$ cat config.mk
export PLATFORM = sky130hd
export DESIGN_NAME = boot_reset_seq
export DESIGN_NICKNAME = d
export VERILOG_FILES = /design/src/rtl/boot_reset_pkg.sv /design/src/rtl/boot_reset_sync.sv /design/src/rtl/boot_reset_timer.sv /design/src/rtl/boot_reset_strap.sv /design/src/rtl/boot_reset_region.sv /design/src/rtl/boot_reset_seq.sv
export SDC_FILE = /design/constraint.sdc
export NUM_CORES = 1
export LEC_CHECK = 0
export BUFFER_PORTS_ARGS = -buffer_cell sky130_fd_sc_hd__buf_4
export CORE_AREA = 5 5 47 49
export CTS_CLUSTER_DIAMETER = 50
export CTS_CLUSTER_SIZE = 20
export DETAILED_ROUTE_END_ITERATION = 12
export DIE_AREA = 0 0 52 54
export GPL_TIMING_DRIVEN = 0
export PLACE_DENSITY = 0.92
export SLEW_MARGIN = 5
export SYNTH_ARGS = -nofsm -noshare
export SYNTH_HDL_FRONTEND = slang
export SYNTH_SLANG_ARGS = --single-unit
export TNS_END_PERCENT = 1
$ cat constraint.sdc
create_clock -name clk -period 2.29 [get_ports clk]
set_input_delay 0.458 -clock clk [delete_from_list [all_inputs] [get_ports clk]]
set_output_delay 0.458 -clock clk [all_outputs]
set_load 0.02 [all_outputs]
$ cat src/rtl/boot_reset_pkg.sv
package boot_reset_pkg;

    // Region code of the current bus cycle
    typedef enum logic [1:0] {
        RGN_NONE  = 2'b00,
        RGN_LOWER = 2'b01,
        RGN_UPPER = 2'b10,
        RGN_SPARE = 2'b11
    } region_e;

    localparam int unsigned ADDR_W      = 20;
    localparam int unsigned CTL_W       = 8;
    localparam int unsigned DIS_BIT     = 7;
    localparam logic [ADDR_W-1:0] RESTART_VEC = 20'hFFFF0;

endpackage

$ cat src/rtl/boot_reset_sync.sv
// Reset release synchronizer.
// Does: drops the core reset the moment the board reset falls, and
// raises it only after STAGES rising edges with the board reset high.
// Assumes: STAGES >= 2; board reset may change at any time.
module boot_reset_sync #(
    parameter int unsigned STAGES = 2
) (
    input  logic clk,
    input  logic rst_in_n,
    output logic core_rst_n
);

    logic [STAGES-1:0] stg;

    genvar gi;
    generate
        for (gi = 0; gi < STAGES; gi++) begin : g_stage
            if (gi == 0) begin : g_first
                // First stage: captures a constant high once reset is released
                always_ff @(posedge clk or negedge rst_in_n) begin
                    if (!rst_in_n) stg[0] <= 1'b0;
                    else           stg[0] <= 1'b1;
                end
            end else begin : g_next
                // Later stages: shift the release along the chain
                always_ff @(posedge clk or negedge rst_in_n) begin
                    if (!rst_in_n) stg[gi] <= 1'b0;
                    else           stg[gi] <= stg[gi-1];
                end
            end
        end
    endgenerate

    assign core_rst_n = stg[STAGES-1];

    AST_RELEASE_STICKY: assert property (@(posedge clk) disable iff (!rst_in_n)
        core_rst_n |=> core_rst_n);

endmodule

$ cat src/rtl/boot_reset_timer.sv
// Fetch start timer.
// Does: counts whole periods on rising edges and half periods on falling
// edges after core release; raises a one-period fetch strobe on the
// falling edge FULL+0.5 periods after release.
// Assumes: core_rst_n comes from the synchronizer and is low whenever
// rst_in_n is low.
module boot_reset_timer #(
    parameter int unsigned FULL = 6,
    localparam int unsigned PW  = $clog2(FULL + 2),
    localparam int unsigned HW  = $clog2(2 * FULL + 2)
) (
    input  logic          clk,
    input  logic          rst_in_n,
    input  logic          core_rst_n,
    output logic          go,
    output logic [HW-1:0] half
);

    localparam logic [PW-1:0] FULL_P = PW'(FULL);
    localparam logic [PW-1:0] NEGMAX = PW'(FULL + 1);
    localparam logic [HW-1:0] TERM   = HW'(2 * FULL + 1);

    logic [PW-1:0] pos_cnt;
    logic [PW-1:0] neg_cnt;

    // Whole periods seen since release, stopping at FULL
    always_ff @(posedge clk or negedge rst_in_n) begin
        if (!rst_in_n)                        pos_cnt <= '0;
        else if (!core_rst_n)                 pos_cnt <= '0;
        else if (pos_cnt < FULL_P)            pos_cnt <= pos_cnt + 1'b1;
    end

    // Falling-edge count: one ahead of the rising-edge count
    always_ff @(negedge clk or negedge rst_in_n) begin
        if (!rst_in_n)                        neg_cnt <= '0;
        else if (!core_rst_n)                 neg_cnt <= '0;
        else if (neg_cnt < NEGMAX)            neg_cnt <= pos_cnt + 1'b1;
    end

    // Strobe launched on the falling edge that completes the count
    always_ff @(negedge clk or negedge rst_in_n) begin
        if (!rst_in_n) go <= 1'b0;
        else           go <= core_rst_n && (pos_cnt == FULL_P) && (neg_cnt == FULL_P);
    end

    assign half = HW'(pos_cnt) + HW'(neg_cnt);

    AST_GO_SINGLE_PERIOD: assert property (@(posedge clk) disable iff (!rst_in_n)
        go |=> !go);
    AST_GO_AT_TERMINAL: assert property (@(posedge clk) disable iff (!rst_in_n)
        go |-> (half == TERM));
    AST_HALF_BOUNDED: assert property (@(posedge clk) disable iff (!rst_in_n)
        half <= TERM);
    AST_QUIET_IN_RESET: assert property (@(posedge clk) disable iff (!rst_in_n)
        !core_rst_n |-> (!go && half == '0));

endmodule

$ cat src/rtl/boot_reset_strap.sv
// Address-mode strap latch.
// Does: reads the strap on the first rising edge after core release and
// holds it until the next board reset; reads high before capture.
// Assumes: strap input is static around the capture edge.
module boot_reset_strap (
    input  logic clk,
    input  logic rst_in_n,
    input  logic core_rst_n,
    input  logic strap_in,
    output logic strap_q
);

    logic taken;

    // One-shot capture of the strap after release
    always_ff @(posedge clk or negedge rst_in_n) begin
        if (!rst_in_n) begin
            strap_q <= 1'b1;
            taken   <= 1'b0;
        end else if (core_rst_n && !taken) begin
            strap_q <= strap_in;
            taken   <= 1'b1;
        end
    end

    AST_STRAP_HELD: assert property (@(posedge clk) disable iff (!rst_in_n)
        taken |=> $stable(strap_q));

endmodule

$ cat src/rtl/boot_reset_region.sv
// Address-phase omit decode.
// Does: for upper and lower region cycles, passes the region's
// disable-address bit when the latched strap allows it; 0 otherwise.
// Assumes: control bytes are stable during the bus cycle.
module boot_reset_region
    import boot_reset_pkg::*;
(
    input  logic             clk,
    input  logic             rst_in_n,
    input  logic             strap_q,
    input  logic [1:0]       region_sel,
    input  logic [CTL_W-1:0] upper_ctl,
    input  logic [CTL_W-1:0] lower_ctl,
    output logic             addr_omit
);

    region_e rgn;
    logic    dis_bit;

    // Pick the disable-address bit of the selected region
    always_comb begin
        rgn = region_e'(region_sel);
        unique case (rgn)
            RGN_UPPER: dis_bit = upper_ctl[DIS_BIT];
            RGN_LOWER: dis_bit = lower_ctl[DIS_BIT];
            default:   dis_bit = 1'b0;
        endcase
    end

    assign addr_omit = strap_q & dis_bit;

    AST_LOW_STRAP_NO_OMIT: assert property (@(posedge clk) disable iff (!rst_in_n)
        !strap_q |-> !addr_omit);
    AST_OTHER_REGION_NO_OMIT: assert property (@(posedge clk) disable iff (!rst_in_n)
        (region_sel == 2'b00 || region_sel == 2'b11) |-> !addr_omit);

endmodule

$ cat src/rtl/boot_reset_seq.sv
// Boot reset sequencer top.
// Does: synchronizes the board reset, times the first fetch in
// half-period steps, latches the address-mode strap and decodes the
// address-phase omit flag.
// Assumes: one clock domain; board reset asynchronous.
module boot_reset_seq
    import boot_reset_pkg::*;
#(
    parameter int unsigned SYNC_STAGES = 2,
    parameter int unsigned FETCH_FULL  = 6,
    localparam int unsigned HW = $clog2(2 * FETCH_FULL + 2)
) (
    input  logic              clk,
    input  logic              rst_in_n,
    input  logic              strap_in,
    input  logic [1:0]        region_sel,
    input  logic [CTL_W-1:0]  upper_ctl,
    input  logic [CTL_W-1:0]  lower_ctl,
    output logic              core_rst_n,
    output logic              fetch_go,
    output logic [ADDR_W-1:0] fetch_addr,
    output logic [HW-1:0]     seq_half,
    output logic              strap_q,
    output logic              addr_omit
);

    boot_reset_sync #(.STAGES(SYNC_STAGES)) u_sync (
        .clk        (clk),
        .rst_in_n   (rst_in_n),
        .core_rst_n (core_rst_n)
    );

    boot_reset_timer #(.FULL(FETCH_FULL)) u_timer (
        .clk        (clk),
        .rst_in_n   (rst_in_n),
        .core_rst_n (core_rst_n),
        .go         (fetch_go),
        .half       (seq_half)
    );

    boot_reset_strap u_strap (
        .clk        (clk),
        .rst_in_n   (rst_in_n),
        .core_rst_n (core_rst_n),
        .strap_in   (strap_in),
        .strap_q    (strap_q)
    );

    boot_reset_region u_region (
        .clk        (clk),
        .rst_in_n   (rst_in_n),
        .strap_q    (strap_q),
        .region_sel (region_sel),
        .upper_ctl  (upper_ctl),
        .lower_ctl  (lower_ctl),
        .addr_omit  (addr_omit)
    );

    // Restart address is presented only alongside the strobe
    assign fetch_addr = fetch_go ? RESTART_VEC : '0;

endmodule

-- Word-level counts from Yosys, hierarchy flattened
Index checks and enable logic that the tools add are counted.
- $add $sub $neg: 2
- magnitude comparators: 2
- eq/ne operators: 6
- mux-type cells: 6
- bitwise operators: 1
- reduce and logical (&&, ||, !) cells: 4
- operator list (kind ; number):
    20-bit 2-to-1 mux ; 1
    3-bit 2-to-1 mux ; 4
    3-bit equality test (second input constant) ; 2
    3-bit < comparator (second input constant) ; 2
    3-bit by 3-bit adder with 4-bit output ; 1
    2-bit by 1-bit != test with 1-bit output (second input constant) ; 2
    3-bit by 1-bit adder with 3-bit output (second input constant) ; 1
    1-bit logical AND ; 3
    2-bit by 1-bit equality test with 1-bit output (second input constant) ; 1
    2-bit equality test (second input constant) ; 1
    1-bit one-hot mux with 2 select lines ; 1
    1-bit bitwise AND ; 1
    1-bit zero test ; 1
- flip-flop bits (word level): 11
- input bits: 21
- output and inout port bits: 28
- word-level logic and storage cells: 28

-- Depth between registers and ports, before layout
Gate-level depths: netlist of run 1.
- word-level depth: 3
- gate-level depth with buffers: 4
- gate-level depth less buffers: 4

-- Cells and area by module
From an unflattened synthesis of run 1, not the netlist that was laid out.
- cell total of the unflattened synthesis: 71
- area total of the unflattened synthesis: 742.0 µm²
- modules (own cells, without submodules) (module ; instances ; cells each ; area each (µm²) ; sequential area each (µm²)):
    boot_reset_timer ; 1 ; 36 ; 395.4 ; 175.2
    boot_reset_seq ; 1 ; 21 ; 153.9 ; 0.0
    boot_reset_strap ; 1 ; 5 ; 86.3 ; 51.3
    boot_reset_sync ; 1 ; 3 ; 53.8 ; 50.0
    boot_reset_region ; 1 ; 6 ; 52.6 ; 0.0

==> results of run 1 <==
==> final timing paths <==
kind / start / endpoint / depth (start not counted)
worst max-delay path: u_timer.neg_cnt[0]$_DFFE_NN0P_ / seq_half[1] / 5
worst min register to register: u_sync.stg[0]$_DFF_PN0_ / u_sync.core_rst_n$_DFF_PN0_ / 0
max in group asynchronous: rst_in_n / u_timer.neg_cnt[2]$_DFFE_NN0P_ / 2
min in group asynchronous: rst_in_n / u_sync.stg[0]$_DFF_PN0_ / 2
worst max register to register: u_timer.pos_cnt[1]$_DFFE_PN0P_ / u_timer.neg_cnt[2]$_DFFE_NN0P_ / 3
worst min-delay path: u_sync.stg[0]$_DFF_PN0_ / u_sync.core_rst_n$_DFF_PN0_ / 0
==> synth_stat cells <==
cell / number
a21o_1: 2
nor3b_1: 1
and3_1: 1
nand3_1: 1
o21a_1: 1
fa_1: 1
or2_2: 1
nor3b_2: 1
inv_1: 7
nand2_1: 1
a21boi_1: 1
nand4_1: 1
dfrtn_1: 4
a22oi_1: 1
a31oi_1: 1
xnor2_1: 2
conb_1: 2
o21ai_0: 1
a21boi_0: 3
dfstp_2: 1
ha_1: 7
dfrtp_1: 6
mux2_4: 1
a21oi_1: 1
buf_4: 20
nor2b_4: 1
==> power breakdown <==
| part | leakage [nW] | internal [W] | total (W) | switching, W |
|---|---|---|---|---|
| clock | 0.0150 | 0.0000676 | 0.000135 | 0.0000673 |
| sequential | 0.134 | 0.000210 | 0.000229 | 0.0000191 |
| combinational | 0.473 | 0.0000799 | 0.000152 | 0.0000718 |
| total | 0.622 | 0.000358 | 0.000516 | 0.000158 |
==> layout make-up <==
type | instances | area (um^2) | share of cell area, %
well taps | 27 | 33.8 | 2.91
plain buffers | 20 | 150 | 12.9
repair buffers | 32 | 318 | 27.3
inverters | 7 | 26.3 | 2.26
multi-input cells | 35 | 330 | 28.4
clock buffers | 4 | 26.3 | 2.26
flip-flops and latches | 11 | 278 | 23.9
==> logic make-up after synthesis <==
kind of cell,count (synthesis)
other,2
AO/OA/AOI/OAI,11
flip-flops,11
adder cells (fa/ha/maj),8
buffers and inverters,27
XOR/XNOR,2
multiplexers,1
AND/OR/NAND/NOR,8
==> through the flow <==
stage          cell area (um^2)  TNS [ps]  hold WS, ps  utilization, %  worst slack, ps
3_3_place_gp               1030     -6440          294            56.5             -678
5_1_grt                    1160    -14590          355            63.8             -949
2_1_floorplan               771     -5700          162               -             -531
4_1_cts                    1160    -13120          350            63.7             -904
6_report                   1160    -13090          349            63.8             -911
3_5_place_dp               1030     -7260          297            56.5             -700
==> routing by layer <==
layer  global-route usage [%]  vias up
met5                        0        -
met4                     11.8        0
met3                     3.32        5
met2                     21.8       12
met1                     13.5      266
li1                         -      280
==> flip-flops by register name, indices dropped and copies added (netlist names) <==
register,count
u_timer.pos_cnt,3
u_sync.core_rst_n,1
u_strap.taken,1
u_timer.neg_cnt,3
u_strap.strap_q,1
u_sync.stg,1
u_timer.go,1
==> cells in the final DEF, fill, tap and decap left out <==
cell type / synthesis / layout
a21boi_0: 3 / 3
a21boi_1: 1 / 1
a21o_1: 2 / 2
a21oi_1: 1 / 1
a22oi_1: 1 / 1
a31oi_1: 1 / 1
and3_1: 1 / 1
buf_4: 20 / 31
buf_6: 0 / 20
clkbuf_1: 0 / 1
clkbuf_4: 0 / 3
conb_1: 2 / 5
dfrtn_1: 4 / 4
dfrtp_1: 6 / 5
dfrtp_2: 0 / 1
dfstp_2: 1 / 1
dlygate4sd3_1: 0 / 1
fa_2: 0 / 1
ha_1: 7 / 6
ha_4: 0 / 1
inv_1: 7 / 5
inv_2: 0 / 2
mux2_4: 1 / 1
nand2_1: 1 / 1
nand3_1: 1 / 1
nand4_1: 1 / 1
nor2b_4: 1 / 1
nor3b_1: 1 / 1
nor3b_2: 1 / 1
o21a_1: 1 / 1
o21ai_0: 1 / 1
or2_2: 1 / 1
xnor2_1: 2 / 1
xnor2_4: 0 / 1
==> worst max-delay path, stage by stage, from the launching register on <==
cell and delay [ps]:
dfrtn_1 460, ha_4 160, inv_2 40, fa_2 520, inv_2 30, buf_6 120
==> what timing repair did <==
item,in CTS,in global routing
gates resized for setup,23,1
hold buffers,1,0
pin swaps,4,1
setup buffers,1,0
hold endpoints to repair,6,0
endpoints found under the setup margin,21,23
==> impl_results.md, run 1 <==
- Num rows: 16
- Vias per cell: 4.14
- DR iter-0 viols: 3
- Startpoint types: register
- CP Max Fanout: 2
- Post-synthesis cell count: 70
- Synth area leader: buf_4
- H-tree levels: 1
- DR top layer: met4
- Total GRT Usage: 13.0%
- Post-Syn Area per Cell: 10.5 um^2
- Fillers: 149
- Clk_skew: 6.46 ps
- Clock buffer depth: 2
- Arr. time, crit path: 2740 ps
- Antenna viol nets, final: 0
- DP Wirelength: 1.20 mm
- First-pass GRT wire length: 2.52 mm
- WL met3: 70 um
- Ports: 49
- Routability congestion estimate: 0.811
- # diodes: 0
- Port bufs: 30
- Final layout net count: 139
- CTS tree: built
- Post-synthesis xor/xnor area fraction: 2.37%
- Status: finished with violations
- Drt drc: 0
- Pin count of the biggest net entering global routing: 18
- Die height: 54 um
- Pwr per Cell Area: 444 mW/mm^2
- Sequential fraction of the synthesis area: 37.5%
- Die ar.: 0.00281 mm^2
- Final Max Slew Viols: 0
- Synth cell types: 26
- Critical path class: reg -> out
- Top post-synthesis cells by area: buf_4, dfrtp_1, dfrtn_1, ha_1, dfstp_2
- DR WL met2: 950 um
- Internal reg-to-reg setup slack: 30 ps
- #FFs+latches synth: 11
- Unrepaired setup endpoints after global routing: yes
- Post-Route WL: 1.63 mm
- Final std cells w/o fill: 136
- Final setup vio count: 21
- Post-Synth Simple-Gate Area: 8.31%
- Metal-1 WL: 557 um
- Post-Place Cells: 130
- CTS Buf Count: 3
- Clock latency on the worst-skew pair: 280 ps
- Leak: 0.622 nW
- Mux cell area share after synthesis: 2.03%
- Vias in the first global route: 543
- Initial antenna violation count: 0
- Yosys top cell area share: 20.3%
- Core area: 0.00182 mm^2
- Setup ws final: -911 ps
- Die W: 52 um
- Initial Utilization: 40.5%
- Failing checks: setup timing
- Share of cells above drive strength 1: 59.6%
- Tot Pwr: 0.000516 W
- Worst Setup End Kind: output port
- Grt ovf: 0
- Drt pass-1 iters: 3
- CTS root buffer: clkbuf_4
- Post-Synth Adder-Cell Area: 14.6%
- Worst-path clk slew: 70 ps
- Max VDD drop: 350 uV
- Worst hold-check path type: reg -> reg
- Final Hold Fails: 0
- Max cap viols: 0
- Yosys warning count: 0
- Vias: 563
- Post-Syn Area: 738 um^2
- # clock sinks: 11
- Post-synthesis compound-gate area fraction: 10.3%
- Area delta synth->final: 57.5%
- Drt wl/cell: 12.0 um
- Worst EP required: 1830 ps
- Main combinational cell family by area after synthesis: buffers and inverters
No activity file was read; power rests on OpenSTA's default activity.
==> run 2: changes to the inputs <==
Settings changed: ABC_AREA set to 1, CORE_AREA 5 5 47 49 to 2 2 45 47, DIE_AREA 0 0 52 54 to 0 0 47 49, PLACE_DENSITY 0.92 to 0.88.
==> run 2 against run 1 <==
Against the previous run: the flow still finishes with violations (setup timing); worst hold slack got worse by 340 ps; clock power down 4%; first-iteration DRC count rose by 100%; die area decreased by 18%; critical path type unchanged; critical endpoint unchanged; largest cell class unchanged; largest power group unchanged; highest routed layer unchanged.
==> impl_results.md, run 2 <==
- Final setup vio count: 21 (unchanged)
- Arr. time, crit path: 2720 ps (-20 ps)
- Worst-path clk slew: 70 ps (about the same)
- DP Wirelength: 1.07 mm (-11%)
- Async SR Flop Fraction: 100% (unchanged)
- Top post-synthesis cells by count: buf_4, nand2_1, inv_1
- H-tree levels: 1 (unchanged)
- Max cap viols: 0 (unchanged)
- Top cell by count, worst path: inv_2
- Setup ws final: -891 ps (+19.7 ps)
- Register area: 278 um^2 (unchanged)
- Post-Route WL: 1.35 mm (-17%)
- Final Hold Fails: 0 (unchanged)
- Hold slack: 8.62 ps (-340 ps)
- DR iter-0 viols: 6 (+3)
- Vias: 608 (+8.0%)
- Clock latency on the worst-skew pair: 270 ps (about the same)
- Total GRT Usage: 12.5% (-0.53 points)
- Initial antenna violation count: 0 (unchanged)
- Worst slack, placed: -647 ps (+53.5 ps)
- Port bufs: 30 (unchanged)
- Startpoint types: register
- Critical path class: reg -> out
- Most frequent cells in the layout: buf_4, buf_6, nand2_1
- First-pass GRT wire length: 2.15 mm (-15%)
- #FFs+latches synth: 11 (unchanged)
- Clock buffer depth: 2 (unchanged)
- Yosys top cell area share: 20.6% (+0.24 points)
- Max VDD drop: 319 uV (-8.7%)
- Top flop regs: u_timer.neg_cnt (3), u_timer.pos_cnt (3)
- CP Cell Sequence: ha_4, inv_2, fa_2, inv_2, buf_6
- Final layout net count: 154 (+11%)
- Drt wl/cell: 8.92 um (-26%)
- Failing checks: setup timing
- Die ar.: 0.00230 mm^2 (-18%)
- Die height: 49 um (-9.3%)
- Area delta synth->final: 59.5%
- CTS tree: built
- Initial Utilization: 39.6% (-0.92 points)
- Drt pass-1 iters: 4 (+1)
- Top post-synthesis cells by area: buf_4, dfrtp_1, dfrtn_1, ha_1, nand2_1
- Main flop type after synthesis: dfrtp_1
- CTS root buffer: clkbuf_4
- Die W: 47 um (-9.6%)
- Synth area leader: buf_4
- Worst hold-check path type: in -> async
- Slowest cell delay on critical path: 510 ps (about the same)
- Post-synthesis cell count: 85 (+21%)
- Routability congestion estimate: 0.788 (-2.8%)
- Post-Syn Area: 729 um^2 (-1.2%)
- Leak: 0.658 nW (+5.8%)
- Worst EP required: 1830 ps (about the same)
- Worst Setup End Kind: output port
- # diodes: 0 (unchanged)
- Post-CTS Hold Fix Bufs: 0 (-1)
- Fillers: 154 (+3.4%)
- Number of synthesized flops with an enable pin: 0 (unchanged)
- CTS Buf Count: 3 (unchanged)
- CP Max Fanout: 2 (unchanged)
- Slowest stage cell, crit path: fa_2
- Vias per cell: 4.03 (-2.7%)
- Core area: 0.00184 mm^2 (+1.1%)
- Antenna viol nets, final: 0 (unchanged)
- Most common cell after layout, fill and taps aside: buf_4
- Unrepaired setup endpoints after global routing: yes
- Pwr per Cell Area: 458 mW/mm^2 (+3.2%)
- Pin count of the biggest net entering global routing: 18 (unchanged)
- Share of cells above drive strength 1: 52.4% (-7.2 points)
- Drt drc: 0 (unchanged)
- Cell with the most instances after synthesis: buf_4
- # clock sinks: 11 (unchanged)
- Yosys warning count: 0 (unchanged)
- Sequential fraction of the synthesis area: 37.9% (+0.45 points)
- R2R depth: 5 (+2)
- Clk_skew: 8.30 ps (+1.84 ps)
- Post-Syn Area per Cell: 8.58 um^2 (-19%)
- Status: finished with violations
- Final Max Slew Viols: 0 (unchanged)
- Multi-input gate area: 315 um^2 (-4.5%)
- Grt ovf: 0 (unchanged)
- Num rows: 16 (unchanged)
- Ports: 49 (unchanged)
- Synth cell types: 17 (-35%)
- Vias in the first global route: 527 (-2.9%)
-- run 2: cell types whose count changed after synthesis, moves of 2 or more --
| cell | before | now |
|---|---|---|
| nand2_1 | 1 | 16 |
| inv_1 | 7 | 12 |
| nand3_1 | 1 | 5 |
| a21boi_0 | 3 | 0 |
| nor2_1 | 0 | 3 |
| a21o_1 | 2 | 0 |
-- run 2: critical path: cells and delay by family, from the launching register on --
family,cells,cell delay [ps]
buf+inv,3,190
fa+ha+maj,2,660
flops,1,450
-- run 2: final timing paths --
path / start / to / slack [ps]
max in group asynchronous: rst_in_n / u_timer.go$_DFF_NN0_ / 1080
max: u_timer.neg_cnt[0]$_DFFE_NN0P_ / seq_half[1] / -890
max reg2reg: u_timer.pos_cnt[1]$_DFFE_PN0P_ / u_timer.neg_cnt[2]$_DFFE_NN0P_ / 90
min: rst_in_n / u_sync.stg[0]$_DFF_PN0_ / 9
min reg2reg: u_sync.stg[0]$_DFF_PN0_ / u_sync.core_rst_n$_DFF_PN0_ / 360
min in group clk: u_sync.stg[0]$_DFF_PN0_ / u_sync.core_rst_n$_DFF_PN0_ / 360
-- run 2: per-stage QoR --
stage / TNS (ps) / total power (W) / cell area [um^2] / utilization (%) / instances
floorplan: -5620 / 0.000329 / 762 / - / 88
global placement: -6360 / 0.000375 / 1020 / 55.4 / 145
detailed placement: -7280 / 0.000383 / 1020 / 55.4 / 145
CTS: -12990 / 0.000532 / 1150 / 62.3 / 149
global route: -14610 / 0.000565 / 1160 / 63.2 / 151
finish: -12620 / 0.000533 / 1160 / 63.2 / 151
-- run 2: final cells by class --
class                           instances  share of cell area, %
Buffer                                 20                   12.9
Clock buffer                            4                   2.26
Inverter                               13                   4.19
Multi-Input combinational cell         44                   27.1
Sequential cell                        11                   23.9
Tap cell                               27                   2.90
Timing Repair Buffer                   32                   26.8
-- run 2: where the power goes --
group	total (W)	switching, W	internal (W)	leakage [nW]
registers	0.000234	0.0000215	0.000212	0.134
logic	0.000169	0.0000830	0.0000863	0.509
clock network	0.000130	0.0000629	0.0000674	0.0150
-- run 2: what timing repair did --
item                       CTS  global route
pin swaps                    2             0
gates resized for setup     25             1
setup endpoints to repair   21            22
setup buffers                0             2
-- run 2: cells by family after synthesis --
group / synth area share [%]
compound gates: 2.06
xor+xnor: 1.20
fa+ha+maj: 14.8
buf+inv: 27.3
flops: 37.9
other cells: 1.03
simple gates: 15.8
-- run 2: per-layer routing --
layer  track usage (%)  wire length [um]
met3              1.11               100
met2              22.1               716
met1              15.1               512
met5                 0                 0
met4              4.17                18
